File: config.mk
export PLATFORM = sky130hd
export DESIGN_NAME = clustered_pwm
export DESIGN_NICKNAME = d
export VERILOG_FILES = /design/src/rtl/pwm_cluster_pkg.sv /design/src/rtl/cpwm_timebase.sv /design/src/rtl/cpwm_duty_split.sv /design/src/rtl/cpwm_seg_shaper.sv /design/src/rtl/clustered_pwm.sv
export SDC_FILE = /design/constraint.sdc
export NUM_CORES = 1
export LEC_CHECK = 0
export ABC_AREA = 1
export CAP_MARGIN = 25
export CORE_ASPECT_RATIO = 0.9
export CORE_MARGIN = 2
export CORE_UTILIZATION = 52
export CTS_CLUSTER_SIZE = 8
export DETAILED_ROUTE_END_ITERATION = 10
export GPL_ROUTABILITY_DRIVEN = 0
export PLACE_DENSITY = 0.76
export SYNTH_ARGS = -nofsm -noshare
export SYNTH_HDL_FRONTEND = slang
export SYNTH_SLANG_ARGS = --single-unit
File: constraint.sdc
create_clock -name clk -period 3.45 [get_ports clk]
set_clock_uncertainty 0.05 [all_clocks]
set_input_delay 0.8625 -clock clk [delete_from_list [all_inputs] [get_ports clk]]
set_output_delay 0.8625 -clock clk [all_outputs]
set_load 0.005 [all_outputs]
File: src/rtl/pwm_cluster_pkg.sv
package pwm_cluster_pkg;

   // Allowed range for the log2 of the sub-period count (4 or 8 sub-periods).
   localparam int SEG_LOG2_MIN = 2;
   localparam int SEG_LOG2_MAX = 3;

   // Smallest position field that still leaves room for a pulse and a gap.
   localparam int POS_W_MIN = 2;

   function automatic int seg_count(input int log2n);
      return 1 << log2n;
   endfunction

endpackage

File: src/rtl/cpwm_timebase.sv
// Free-running frame counter split into sub-period index and in-segment position.
module cpwm_timebase #(
   parameter int CNT_W    = 20,
   parameter int SEG_LOG2 = 2,
   localparam int POS_W   = CNT_W - SEG_LOG2
) (
   input  logic                clk,
   input  logic                rst,
   output logic [SEG_LOG2-1:0] seg_idx_o,
   output logic [POS_W-1:0]    seg_pos_o,
   output logic                frame_first_o,
   output logic                frame_last_o,
   output logic                seg_first_o
);

   logic [CNT_W-1:0] cnt_q;

   always_ff @(posedge clk) begin
      if (rst) begin
         cnt_q <= '0;
      end else begin
         cnt_q <= cnt_q + 1'b1;
      end
   end

   assign seg_idx_o     = cnt_q[CNT_W-1 -: SEG_LOG2];
   assign seg_pos_o     = cnt_q[POS_W-1:0];
   assign frame_first_o = (cnt_q == '0);
   assign frame_last_o  = &cnt_q;
   assign seg_first_o   = (seg_pos_o == '0);

endmodule

File: src/rtl/cpwm_duty_split.sv
// Captures the duty word at the frame boundary and splits it into base width and remainder.
module cpwm_duty_split #(
   parameter int CNT_W    = 20,
   parameter int SEG_LOG2 = 2,
   localparam int POS_W   = CNT_W - SEG_LOG2
) (
   input  logic                clk,
   input  logic                rst,
   input  logic                load_i,
   input  logic [CNT_W-1:0]    duty_i,
   output logic [CNT_W-1:0]    duty_q_o,
   output logic [POS_W-1:0]    base_o,
   output logic [SEG_LOG2-1:0] rem_o
);

   logic [CNT_W-1:0] duty_q;

   always_ff @(posedge clk) begin
      if (rst) begin
         duty_q <= '0;
      end else if (load_i) begin
         duty_q <= duty_i;
      end
   end

   // Division by a power of two is a plain bit split.
   assign base_o   = duty_q[CNT_W-1:SEG_LOG2];
   assign rem_o    = duty_q[SEG_LOG2-1:0];
   assign duty_q_o = duty_q;

endmodule

File: src/rtl/cpwm_seg_shaper.sv
// Decides the output level from the position in the frame and the split duty value.
module cpwm_seg_shaper #(
   parameter int CNT_W    = 20,
   parameter int SEG_LOG2 = 2,
   localparam int POS_W   = CNT_W - SEG_LOG2
) (
   input  logic [SEG_LOG2-1:0] seg_idx_i,
   input  logic [POS_W-1:0]    seg_pos_i,
   input  logic [POS_W-1:0]    base_i,
   input  logic [SEG_LOG2-1:0] rem_i,
   output logic                level_o
);

   logic [SEG_LOG2-1:0] idx_rev;
   logic                extend;
   logic [POS_W:0]      width;

   // Bit reversal of the sub-period index is wiring only.
   for (genvar b = 0; b < SEG_LOG2; b++) begin : g_rev
      assign idx_rev[b] = seg_idx_i[SEG_LOG2-1-b];
   end

   assign extend  = (idx_rev < rem_i);
   assign width   = {1'b0, base_i} + {{POS_W{1'b0}}, extend};
   assign level_o = ({1'b0, seg_pos_i} < width);

endmodule

File: src/rtl/clustered_pwm.sv
// Clustered multi-segment PWM: one frame of 2^CNT_W clocks split into 2^SEG_LOG2 pulses.
module clustered_pwm
   import pwm_cluster_pkg::*;
#(
   parameter int CNT_W    = 20,
   parameter int SEG_LOG2 = 2
) (
   input  logic             clk,
   input  logic             rst,
   input  logic [CNT_W-1:0] duty_in,
   output logic             pwm_out,
   output logic             frame_start,
   output logic             subperiod_start
);

   localparam int POS_W   = CNT_W - SEG_LOG2;
   localparam int N_SEG   = seg_count(SEG_LOG2);

   if (SEG_LOG2 < SEG_LOG2_MIN || SEG_LOG2 > SEG_LOG2_MAX) begin : g_bad_seg
      $error("clustered_pwm: SEG_LOG2 must select 4 or 8 sub-periods");
   end
   if (POS_W < POS_W_MIN) begin : g_bad_width
      $error("clustered_pwm: CNT_W too small for the sub-period count");
   end
   if (N_SEG > (1 << (CNT_W - 1))) begin : g_bad_count
      $error("clustered_pwm: more sub-periods than half the frame");
   end

   logic [SEG_LOG2-1:0] seg_idx;
   logic [POS_W-1:0]    seg_pos;
   logic                frame_first;
   logic                frame_last;
   logic                seg_first;
   logic [CNT_W-1:0]    duty_q;
   logic [POS_W-1:0]    base;
   logic [SEG_LOG2-1:0] rem;
   logic                level;

   cpwm_timebase #(
      .CNT_W    (CNT_W),
      .SEG_LOG2 (SEG_LOG2)
   ) u_timebase (
      .clk           (clk),
      .rst           (rst),
      .seg_idx_o     (seg_idx),
      .seg_pos_o     (seg_pos),
      .frame_first_o (frame_first),
      .frame_last_o  (frame_last),
      .seg_first_o   (seg_first)
   );

   cpwm_duty_split #(
      .CNT_W    (CNT_W),
      .SEG_LOG2 (SEG_LOG2)
   ) u_duty (
      .clk      (clk),
      .rst      (rst),
      .load_i   (frame_last),
      .duty_i   (duty_in),
      .duty_q_o (duty_q),
      .base_o   (base),
      .rem_o    (rem)
   );

   cpwm_seg_shaper #(
      .CNT_W    (CNT_W),
      .SEG_LOG2 (SEG_LOG2)
   ) u_shaper (
      .seg_idx_i (seg_idx),
      .seg_pos_i (seg_pos),
      .base_i    (base),
      .rem_i     (rem),
      .level_o   (level)
   );

   // During reset the counter rests at zero; the strobes stay quiet until release.
   assign pwm_out         = level;
   assign frame_start     = frame_first & ~rst;
   assign subperiod_start = seg_first & ~rst;

endmodule

# ---- Word-level counts from Yosys, hierarchy flattened
# Cells that the tools add are included.
dict set report totals {
  reg_bits 40
  input_bits 22
  output_inout_bits 3
  wordCells 12
}
dict set report classes {
  n_addsub 2
  magnitude_cmp 2
  bitwise_logic 3
  reduce_logical 3
}
# operator n
set op_table {}
lappend op_table {{$add A20 B1 Y20 const B} 1}
lappend op_table {{$logic_not A20 Y1} 1}
lappend op_table {{$reduce_and A20 Y1} 1}
lappend op_table {{$add A18 B1 Y19} 1}
lappend op_table {{$lt A18 B19 Y1} 1}
lappend op_table {{$logic_not A18 Y1} 1}
lappend op_table {{$and A1 B1 Y1} 2}
lappend op_table {{$lt A2 B2 Y1} 1}
lappend op_table {{$not A1 Y1} 1}

# ---- Depth between registers and ports, before layout
# Gate-level depths: netlist of run 1.
dict set report logic_depth {
  depth_word 3
  ltp_mapped 20
  depth_no_buf 20
}

# ---- Hierarchy
# Synthesis of run 1 repeated with hierarchy kept, for this count alone.
dict set report hier_totals {
  hier_cells 462
  area_unflattened_um2 2997.9
}
# module n_inst cells_each area_per_inst_um2 seq_area_each_um2
set modules_own_cells {}
lappend modules_own_cells {cpwm_timebase 1 163 1106.1 400.4}
lappend modules_own_cells {cpwm_duty_split 1 147 984.7 400.4}
lappend modules_own_cells {cpwm_seg_shaper 1 148 892.1 0.0}
lappend modules_own_cells {clustered_pwm 1 4 15.0 0.0}

# ---- Least setup slack after synthesis of run 1
# No wires, ideal clock.
dict set report synth_timing {
  path_type {reg2out}
  startpoint {reg u_timebase.cnt_q[18]}
  endpoint {out pwm_out}
  arrival_ns 2.602
  slack_ns -0.064
  path_stages_with_launch 18
  path_cell_list {dfxtp_1 ha_1 a21oi_1 ha_1 ha_1 nand3_1 nor2_1 nand2_1 nor2_1 nand3_1 nand2_1 nand2_1 ha_1 a21oi_1 o21bai_1 a21oi_1 nand2_1 nand2_1}
}
dict set report synth_between {
  elab_chain_cells 3
}
# element line
set synth_lines {}
lappend synth_lines {{start, declared} cpwm_timebase.sv:16} ;# logic [CNT_W-1:0] cnt_q;
lappend synth_lines {{start signal, assigned} cpwm_timebase.sv:22} ;# cnt_q <= cnt_q + 1'b1;
lappend synth_lines {{$lt A2 B2 Y1} cpwm_seg_shaper.sv:23} ;# assign extend = (idx_rev < rem_i);
lappend synth_lines {{$add A18 B1 Y19} cpwm_seg_shaper.sv:24} ;# assign width = {1'b0, base_i} + {{POS_W{1'b0}}, extend};
lappend synth_lines {{$lt A18 B19 Y1} cpwm_seg_shaper.sv:25} ;# assign level_o = ({1'b0, seg_pos_i} < width);
lappend synth_lines {{end, declared} clustered_pwm.sv:11} ;# output logic pwm_out,
# Every way passes these cells.

# ---- Worst setup path after layout of run 1
dict set report layout_timing {
  startpoint {reg u_duty.duty_q[1], in the netlist u_duty.duty_q_o[1]}
  endpoint {out pwm_out}
}
dict set report layout_between {
  elab_chain_cells 3
}
# element line
set layout_lines {}
lappend layout_lines {{start, declared} cpwm_duty_split.sv:16} ;# logic [CNT_W-1:0] duty_q;
lappend layout_lines {{start signal, assigned} cpwm_duty_split.sv:22} ;# duty_q <= duty_i;
lappend layout_lines {{$lt A2 B2 Y1} cpwm_seg_shaper.sv:23}
lappend layout_lines {{$add A18 B1 Y19} cpwm_seg_shaper.sv:24}
lappend layout_lines {{$lt A18 B19 Y1} cpwm_seg_shaper.sv:25}
# Every way passes these cells.

==> results of run 1 <==
## synthesized netlist by cell type
| master | n |
|---|---|
| sky130_fd_sc_hd__buf_2 | 3 |
| sky130_fd_sc_hd__a21oi_1 | 40 |
| sky130_fd_sc_hd__o21ai_0 | 10 |
| sky130_fd_sc_hd__nand4_1 | 7 |
| sky130_fd_sc_hd__xor2_1 | 12 |
| sky130_fd_sc_hd__nor2_8 | 1 |
| sky130_fd_sc_hd__nand3_1 | 38 |
| sky130_fd_sc_hd__ha_1 | 22 |
| sky130_fd_sc_hd__buf_6 | 4 |
| sky130_fd_sc_hd__nand2_1 | 102 |
| sky130_fd_sc_hd__a31oi_1 | 1 |
| sky130_fd_sc_hd__clkbuf_1 | 3 |
| sky130_fd_sc_hd__nor3_1 | 10 |
| sky130_fd_sc_hd__nor2_2 | 1 |
| sky130_fd_sc_hd__inv_2 | 1 |
| sky130_fd_sc_hd__nor2_4 | 2 |
| sky130_fd_sc_hd__o21bai_1 | 1 |
| sky130_fd_sc_hd__nand2_2 | 3 |
| sky130_fd_sc_hd__inv_1 | 43 |
| sky130_fd_sc_hd__o21a_1 | 2 |
| sky130_fd_sc_hd__nand3b_1 | 1 |
| sky130_fd_sc_hd__nand2_4 | 1 |
| sky130_fd_sc_hd__xnor2_1 | 2 |
| sky130_fd_sc_hd__nor2_1 | 45 |
| sky130_fd_sc_hd__dfxtp_1 | 40 |
| sky130_fd_sc_hd__nor4_1 | 2 |
## report_power, final
part	leakage (nW)	internal (W)	switching, W
combinational	0.889	0.0000386	0.0000300
sequential	0.323	0.000464	0.00000343
clock	0.0445	0.000163	0.000167
## logic make-up (layout without fill, tap and decap cells)
kind of cell	count (synthesis)	after routing	synth area share [%]
compound gates	54	54	10.5
xor+xnor	14	14	4.63
simple gates	213	213	35.3
buf+inv	54	97	8.93
flops	40	40	30.2
fa+ha+maj	22	22	10.4
## per-layer routing
metal | vias up | global-route usage (%)
li1 | 1379 | -
met1 | 1283 | 34.1
met2 | 72 | 40.6
met3 | 11 | 4.16
met4 | 0 | 7.85
met5 | - | 0
## state kept, by name, indices dropped and copies added (netlist names)
register and count:
u_duty.duty_q_o 20, u_timebase.cnt_q 20
## final timing paths
kind	depth (start not counted)	to
max	21	pwm_out
min	1	u_timebase.cnt_q[0]
max reg2reg	8	u_duty.duty_q_o[2]
min reg2reg	1	u_timebase.cnt_q[0]
## what timing repair did
| action | CTS | global route |
|---|---|---|
| buffers inserted | 4 | 2 |
| setup endpoints to repair | 1 | 1 |
| pin swaps | 18 | 8 |
| hold buffers | 0 | 0 |
| resized for setup | 22 | 8 |
## final cells by class
cell class              count  area (um^2)
flip-flops and latches     40          802
fillers                   429         1610
multi-input cells         303         1720
repair buffers             45          400
clock buffers               7         86.3
well taps                  65         81.3
clock inverters             1         7.51
inverters                  44          165
## worst max-delay path: cells and delay by family, from the launching register on
family | cells | cell delay (ps)
buffers and inverters | 4 | 360
flip-flops | 1 | 340
XOR/XNOR | 1 | 160
adder cells (fa/ha/maj) | 4 | 900
AND/OR/NAND/NOR | 11 | 770
AO/OA/AOI/OAI | 1 | 110
## per-stage QoR
step | total power, W | utilization, % | area, um^2
after CTS | 0.000870 | 66.3 | 3230
after floorplan | 0.000507 | - | 2660
after global placement | 0.000547 | 62.2 | 3020
final | 0.000866 | 67.0 | 3260
after detailed placement | 0.000548 | 62.2 | 3020
after global routing | 0.000905 | 67.0 | 3260
==> impl_results.rst, run 1 <==
.. list-table::
   :header-rows: 1

   * - Metric
     - Value
   * - Yosys reg bits
     - 40
   * - Worst slack after detailed placement
     - -640 ps
   * - Worst Tran Pin Value
     - 425 ps
   * - Cell area after synthesis
     - 0.00265 mm^2
   * - Slowest Stage Delay on Critical Path
     - 340 ps
   * - Detailed-route wire length per cell
     - 13.1 um
   * - Final ANT Viol Nets
     - 0
   * - Detailed Place HPWL
     - 4.83 mm
   * - Worst EP arrival
     - 2920 ps
   * - GR Util All Layers
     - 25.0%
   * - Total negative slack for setup checks
     - -386 ps
   * - Floorplan core area
     - 0.00486 mm^2
   * - Shortest clock period the worst path allows after layout
     - 3840 ps
   * - Kind of capture point of the worst setup path
     - output port
   * - Setup CP Type
     - reg -> out
   * - Diode count
     - 0
   * - Maximum resistive drop on vdd
     - 218 uV
   * - Setup repair after global routing missed its margin
     - yes
   * - Number of rows created at floorplan
     - 24
   * - Initial Util
     - 54.4%
   * - Hold Startpoint
     - u_timebase.cnt_q[0]
   * - Sequential fraction of the synthesis area
     - 30.2%
   * - Cell count after synthesis
     - 397
   * - Vias after detailed routing
     - 2745
   * - Die height
     - 71.7 um
   * - Most area-hungry cell type in the Yosys netlist
     - sky130_fd_sc_hd__dfxtp_1
   * - CTS Root Cell
     - sky130_fd_sc_hd__clkbuf_8
   * - Final setup violation count
     - 1
   * - Number of warnings issued by yosys
     - 0
   * - Hold/Removal Path Class
     - reg -> reg
   * - Kind of start point of the critical path
     - register
   * - Worst flop-to-flop path startpoint
     - u_timebase.cnt_q[1]
   * - Number of buffers created by CTS
     - 5
   * - IO buf count
     - 24
   * - Wire length of the first global-routing pass
     - 11.3 mm
   * - Result of the run
     - complete, but fails checks
   * - Worst-case headroom to the max-slew limit
     - 71.4%
   * - Final Worst Setup Slack
     - -386 ps
   * - Antenna violations before repair
     - 0
   * - I/O pin cnt
     - 25
   * - Final number of max-transition violations
     - 0
   * - Power per unit of standard cell area
     - 266 mW/mm^2
   * - Most frequent standard cell in the layout excluding fill and tap cells
     - sky130_fd_sc_hd__nand2_1
   * - Maximum number of pins on one net before global-route repair
     - 30
   * - Failing checks
     - setup timing
   * - Die X-Extent
     - 79.2 um
   * - Total clock sinks
     - 40
   * - Leakage power
     - 1.26 nW
   * - Number of nets at the end of the flow
     - 483
   * - Total nets after synthesis
     - 441
   * - Post-synth cell types
     - 26
   * - Required @ worst endpoint
     - 2540 ps
   * - Area enclosed by the die boundary
     - 0.00568 mm^2
   * - Share of the synthesized area in the top cell type
     - 30.2%
   * - Synth-to-layout area growth
     - 23.0%
   * - Highest-count cells in the layout ignoring fill and taps
     - sky130_fd_sc_hd__nand2_1, sky130_fd_sc_hd__nor2_1, sky130_fd_sc_hd__inv_1, sky130_fd_sc_hd__dfxtp_1, sky130_fd_sc_hd__a21oi_1
   * - H-Tree Level Count
     - 2
   * - Hold violation total from the final report
     - 0
   * - Setup slack on the worst flop-to-flop path
     - 1370 ps
   * - Longest Clk Path Bufs
     - 2
   * - Total grt overflow
     - 0
   * - DRC violations left
     - 0
   * - Post-layout instance count excluding filler cells
     - 505
   * - DR iter-0 viols
     - 173
   * - Number of iterations in the first detailed-routing pass
     - 4
   * - Fmax achieved
     - 261 MHz
   * - Cell repeated most along the worst path
     - sky130_fd_sc_hd__nand2_1
   * - Vias per std cell
     - 5.44
   * - Wire length on met1
     - 3.10 mm
   * - Total placed cells including tap cells
     - 491
   * - TritonCTS clock tree
     - built
   * - Cells taking the most area after synthesis
     - sky130_fd_sc_hd__dfxtp_1, sky130_fd_sc_hd__nand2_1, sky130_fd_sc_hd__ha_1, sky130_fd_sc_hd__a21oi_1, sky130_fd_sc_hd__nand3_1
   * - Post-synthesis average cell area
     - 6.67 um^2
   * - Total routed wirelength
     - 6.63 mm
   * - Part of the cycle the worst path needs
     - 111%
   * - Number of global-route vias before repair
     - 2550
   * - Worst setup path startpoint
     - u_duty.duty_q_o[1]
   * - Wire length on met2
     - 3.12 mm
   * - WL met3
     - 316 um
   * - Master of the slowest instance on the critical path
     - sky130_fd_sc_hd__dfxtp_2
   * - Clock-pin transition on the worst setup and hold timing paths
     - 80 ps
   * - Cells along the critical path
     - inv_2 -> ha_4 -> a21oi_2 -> ha_2 -> ha_4 -> nand3_4 -> nor2_4 -> buf_6 -> nand2_2 -> xor2_1 -> ha_1 -> nand2_1 -> inv_2 -> nand2_2 -> nor2_1 -> nand2_1 -> nand3_2 -> nand2_1 -> nand2_1 -> nand2_1 -> buf_2
   * - Clock latency reported for the late side of the worst-skew pair
     - 290 ps
   * - Ratio of cells with drive above 1 in the final layout
     - 13.6%
   * - Maximum fanout along the worst path
     - 2
   * - Maximum Capacitance Violations
     - 0
   * - Worst hold slack
     - 399 ps
   * - Highest metal layer with signal wires
     - met4
Note: power is estimated with default switching activity, not from simulation.
==> run 2, diff against run 1 <==
--- a/config.mk
+++ b/config.mk
@@ -7,13 +7,16 @@
 export LEC_CHECK = 0
 export ABC_AREA = 1
 export CAP_MARGIN = 25
+export CELL_PAD_IN_SITES_DETAIL_PLACEMENT = 1
+export CELL_PAD_IN_SITES_GLOBAL_PLACEMENT = 1
 export CORE_ASPECT_RATIO = 0.9
 export CORE_MARGIN = 2
-export CORE_UTILIZATION = 52
+export CORE_UTILIZATION = 37
+export CTS_BUF_LIST = sky130_fd_sc_hd__clkbuf_16
 export CTS_CLUSTER_SIZE = 8
 export DETAILED_ROUTE_END_ITERATION = 10
 export GPL_ROUTABILITY_DRIVEN = 0
-export PLACE_DENSITY = 0.76
+export PLACE_DENSITY_LB_ADDON = 0.1
 export SYNTH_ARGS = -nofsm -noshare
 export SYNTH_HDL_FRONTEND = slang
 export SYNTH_SLANG_ARGS = --single-unit
==> run 2 against run 1 <==
  * The flow still finishes with violations (setup timing)
  * Clock power grew 61%
  * Clock-buffer cell count shrank 2
  * Cell area grew 4.5%
  * Critical path depth fell by 1
  * Sequential share of layout area fell by 1.0 points
  * Total power grew 24%
  * Wire length increased by 19%
  * Cell count is 5.7% higher
  * Register-to-register slack worse by 50 ps
  * Die area is 38% higher
  * Critical endpoint unchanged
  * Largest power group is now the clock network
==> impl_results.rst, run 2 (same netlist as run 1, synthesis figures left out) <==
.. list-table::
   :header-rows: 1

   * - Metric
     - Value
   * - Result of the run
     - complete, but fails checks
   * - Number of rows created at floorplan
     - 29
   * - Layout filler cell count
     - 894
   * - Maximum resistive drop on vdd
     - 212 uV
   * - Cells along the critical path
     - inv_2 -> ha_4 -> a21oi_2 -> ha_2 -> ha_4 -> nand3_4 -> nor2_4 -> buf_6 -> nand2_4 -> xor2_2 -> ha_1 -> buf_4 -> nand2_1 -> nand2_1 -> a21oi_2 -> nand3_2 -> nand2_2 -> nand2_1 -> nand2_1 -> buf_2
   * - Fmax achieved
     - 257 MHz
   * - Maximum Capacitance Violations
     - 0
   * - Vias after detailed routing
     - 2694
   * - Number of nets at the end of the flow
     - 484
   * - Total placed cells including tap cells
     - 521
   * - Multi-input logic area
     - 0.00175 mm^2
   * - GR Util All Layers
     - 20.8%
   * - Wire length of the first global-routing pass
     - 12.9 mm
   * - Failing checks
     - setup timing
   * - Ratio of cells with drive above 1 in the final layout
     - 14.7%
   * - Hold violation total from the final report
     - 0
   * - Part of the power in registers
     - 43.8%
   * - Leakage power
     - 1.31 nW
   * - IO buf count
     - 24
   * - Switching power summed over all nets
     - 0.000228 W
   * - I/O pin cnt
     - 25
   * - Number of iterations in the first detailed-routing pass
     - 4
   * - Setup repair after global routing missed its margin
     - yes
   * - Clock-pin transition on the worst setup and hold timing paths
     - 60 ps
   * - Synth-to-layout area growth
     - 28.6%
   * - Antenna violations before repair
     - 0
   * - Largest delay contributor family on the critical path
     - adder cells
   * - Part of the cycle the worst path needs
     - 113%
   * - Cell repeated most along the worst path
     - sky130_fd_sc_hd__nand2_1
   * - Maximum number of pins on one net before global-route repair
     - 30
   * - Critical path buffers and inverters
     - 4
   * - Final ANT Viol Nets
     - 0
   * - Power per unit of standard cell area
     - 314 mW/mm^2
   * - Placed inst area
     - 0.00307 mm^2
   * - Total clock sinks
     - 40
   * - Detailed-route wire length per cell
     - 14.8 um
   * - Worst hold slack
     - 395 ps
   * - CTS Root Cell
     - sky130_fd_sc_hd__clkbuf_16
   * - TritonCTS clock tree
     - built
   * - Hold buffers post-CTS
     - 0
   * - Kind of start point of the critical path
     - register
   * - Part of the power in combinational logic
     - 6.7%
   * - Total routed wirelength
     - 7.90 mm
   * - Final design instance area without fill
     - 0.00341 mm^2
   * - Master of the slowest instance on the critical path
     - sky130_fd_sc_hd__dfxtp_2
   * - Switch share
     - 21.3%
   * - Setup CP Type
     - reg -> out
   * - Die X-Extent
     - 93.2 um
   * - Final Worst Setup Slack
     - -437 ps
   * - Post-layout instance count excluding filler cells
     - 534
   * - Initial Util
     - 37.8%
   * - Reg area
     - 803 um^2
   * - DR iter-0 viols
     - 114
   * - Total grt overflow
     - 0
   * - Detailed Place HPWL
     - 5.86 mm
   * - Maximum fanout along the worst path
     - 2
   * - Clock latency reported for the late side of the worst-skew pair
     - 280 ps
   * - Worst EP arrival
     - 2970 ps
   * - Number of buffers created by CTS
     - 5
   * - Final setup violation count
     - 1
   * - Number of global-route vias before repair
     - 2673
   * - Diode count
     - 0
   * - Slowest Stage Delay on Critical Path
     - 330 ps
   * - Clock network power share
     - 49.5%
   * - Worst Tran Pin Value
     - 440 ps
   * - Worst-case headroom to the max-slew limit
     - 70.4%
   * - Hold/Removal Path Class
     - reg -> reg
   * - Shortest clock period the worst path allows after layout
     - 3890 ps
   * - H-Tree Level Count
     - 2
   * - Floorplan core area
     - 0.00700 mm^2
   * - Vias per std cell
     - 5.04
   * - Final number of max-transition violations
     - 0
   * - Die height
     - 84.3 um
   * - DRC violations left
     - 0
   * - Highest-count cells in the layout ignoring fill and taps
     - sky130_fd_sc_hd__nand2_1, sky130_fd_sc_hd__inv_1, sky130_fd_sc_hd__nor2_1, sky130_fd_sc_hd__a21oi_1, sky130_fd_sc_hd__dfxtp_1
   * - Longest Clk Path Bufs
     - 2
   * - Kind of capture point of the worst setup path
     - output port
   * - Required @ worst endpoint
     - 2540 ps
   * - Internal Pwr Total
     - 0.000842 W
   * - Most frequent standard cell in the layout excluding fill and tap cells
     - sky130_fd_sc_hd__nand2_1
   * - Area enclosed by the die boundary
     - 0.00785 mm^2
[run 2: worst reg2reg max path, stage by stage (launching register included)]
cell and delay [ps]:
sky130_fd_sc_hd__dfxtp_1 400, sky130_fd_sc_hd__ha_1 250, sky130_fd_sc_hd__nand2_2 100, sky130_fd_sc_hd__nor2_4 210
sky130_fd_sc_hd__nand2_4 100, sky130_fd_sc_hd__nor2_8 320, sky130_fd_sc_hd__nand2_2 350, sky130_fd_sc_hd__nand2_1 160
sky130_fd_sc_hd__a21oi_1 70
[run 2: path summary, 6_finish.rpt]
kind                               to           startpoint  depth (start not counted)  slack, ps
setup / recovery              pwm_out   u_duty.duty_q_o[1]                         20       -440
setup reg to reg  u_duty.duty_q_o[15]  u_timebase.cnt_q[1]                          8       1320
hold / removal    u_timebase.cnt_q[0]  u_timebase.cnt_q[0]                          1        390
hold reg to reg   u_timebase.cnt_q[0]  u_timebase.cnt_q[0]                          1        390
[run 2: layout make-up]
class | instances | area share (%)
clock inverter | 3 | 1.14
sequential | 40 | 23.6
multi-input combinational | 303 | 51.4
inverter | 44 | 4.85
tap | 93 | 3.42
timing repair buffer | 46 | 12.0
clock buffer | 5 | 3.67
[run 2: what timing repair did]
item                       CTS  global route
pin swaps                   11            18
setup endpoints to repair    1             1
resized for setup           20            15
setup buffers                2             3
[run 2: through the flow]
stage / setup WS [ps] / util, % / setup TNS, ps / power [W]
global placement: -507 / 43.9 / -507 / 0.000549
finish: -437 / 48.6 / -437 / 0.00107
global route: -629 / 48.6 / -629 / 0.00111
floorplan: 23.5 / - / 0 / 0.000507
detailed placement: -626 / 43.9 / -626 / 0.000552
CTS: -432 / 47.3 / -432 / 0.00108
[run 2: metal layers]
metal  wire [um]  vias to the layer above  track usage (%)
li1            -                     1380                -
met1        3920                     1280             29.4
met2        3690                       27             33.3
met3         218                        7             2.96
met4          79                        0             5.21
met5           0                        -                0
[run 2: power groups by stage]
| stage | registers, W | logic [W] | clock network, W |
|---|---|---|---|
| 6_report | 0.000468 | 0.0000718 | 0.000530 |
| 5_1_grt | 0.000469 | 0.0000797 | 0.000559 |
| 4_1_cts | 0.000468 | 0.0000725 | 0.000541 |
| 3_5_place_dp | 0.000479 | 0.0000728 | 0 |
| 3_3_place_gp | 0.000479 | 0.0000704 | 0 |
| 2_1_floorplan | 0.000478 | 0.0000289 | 0 |
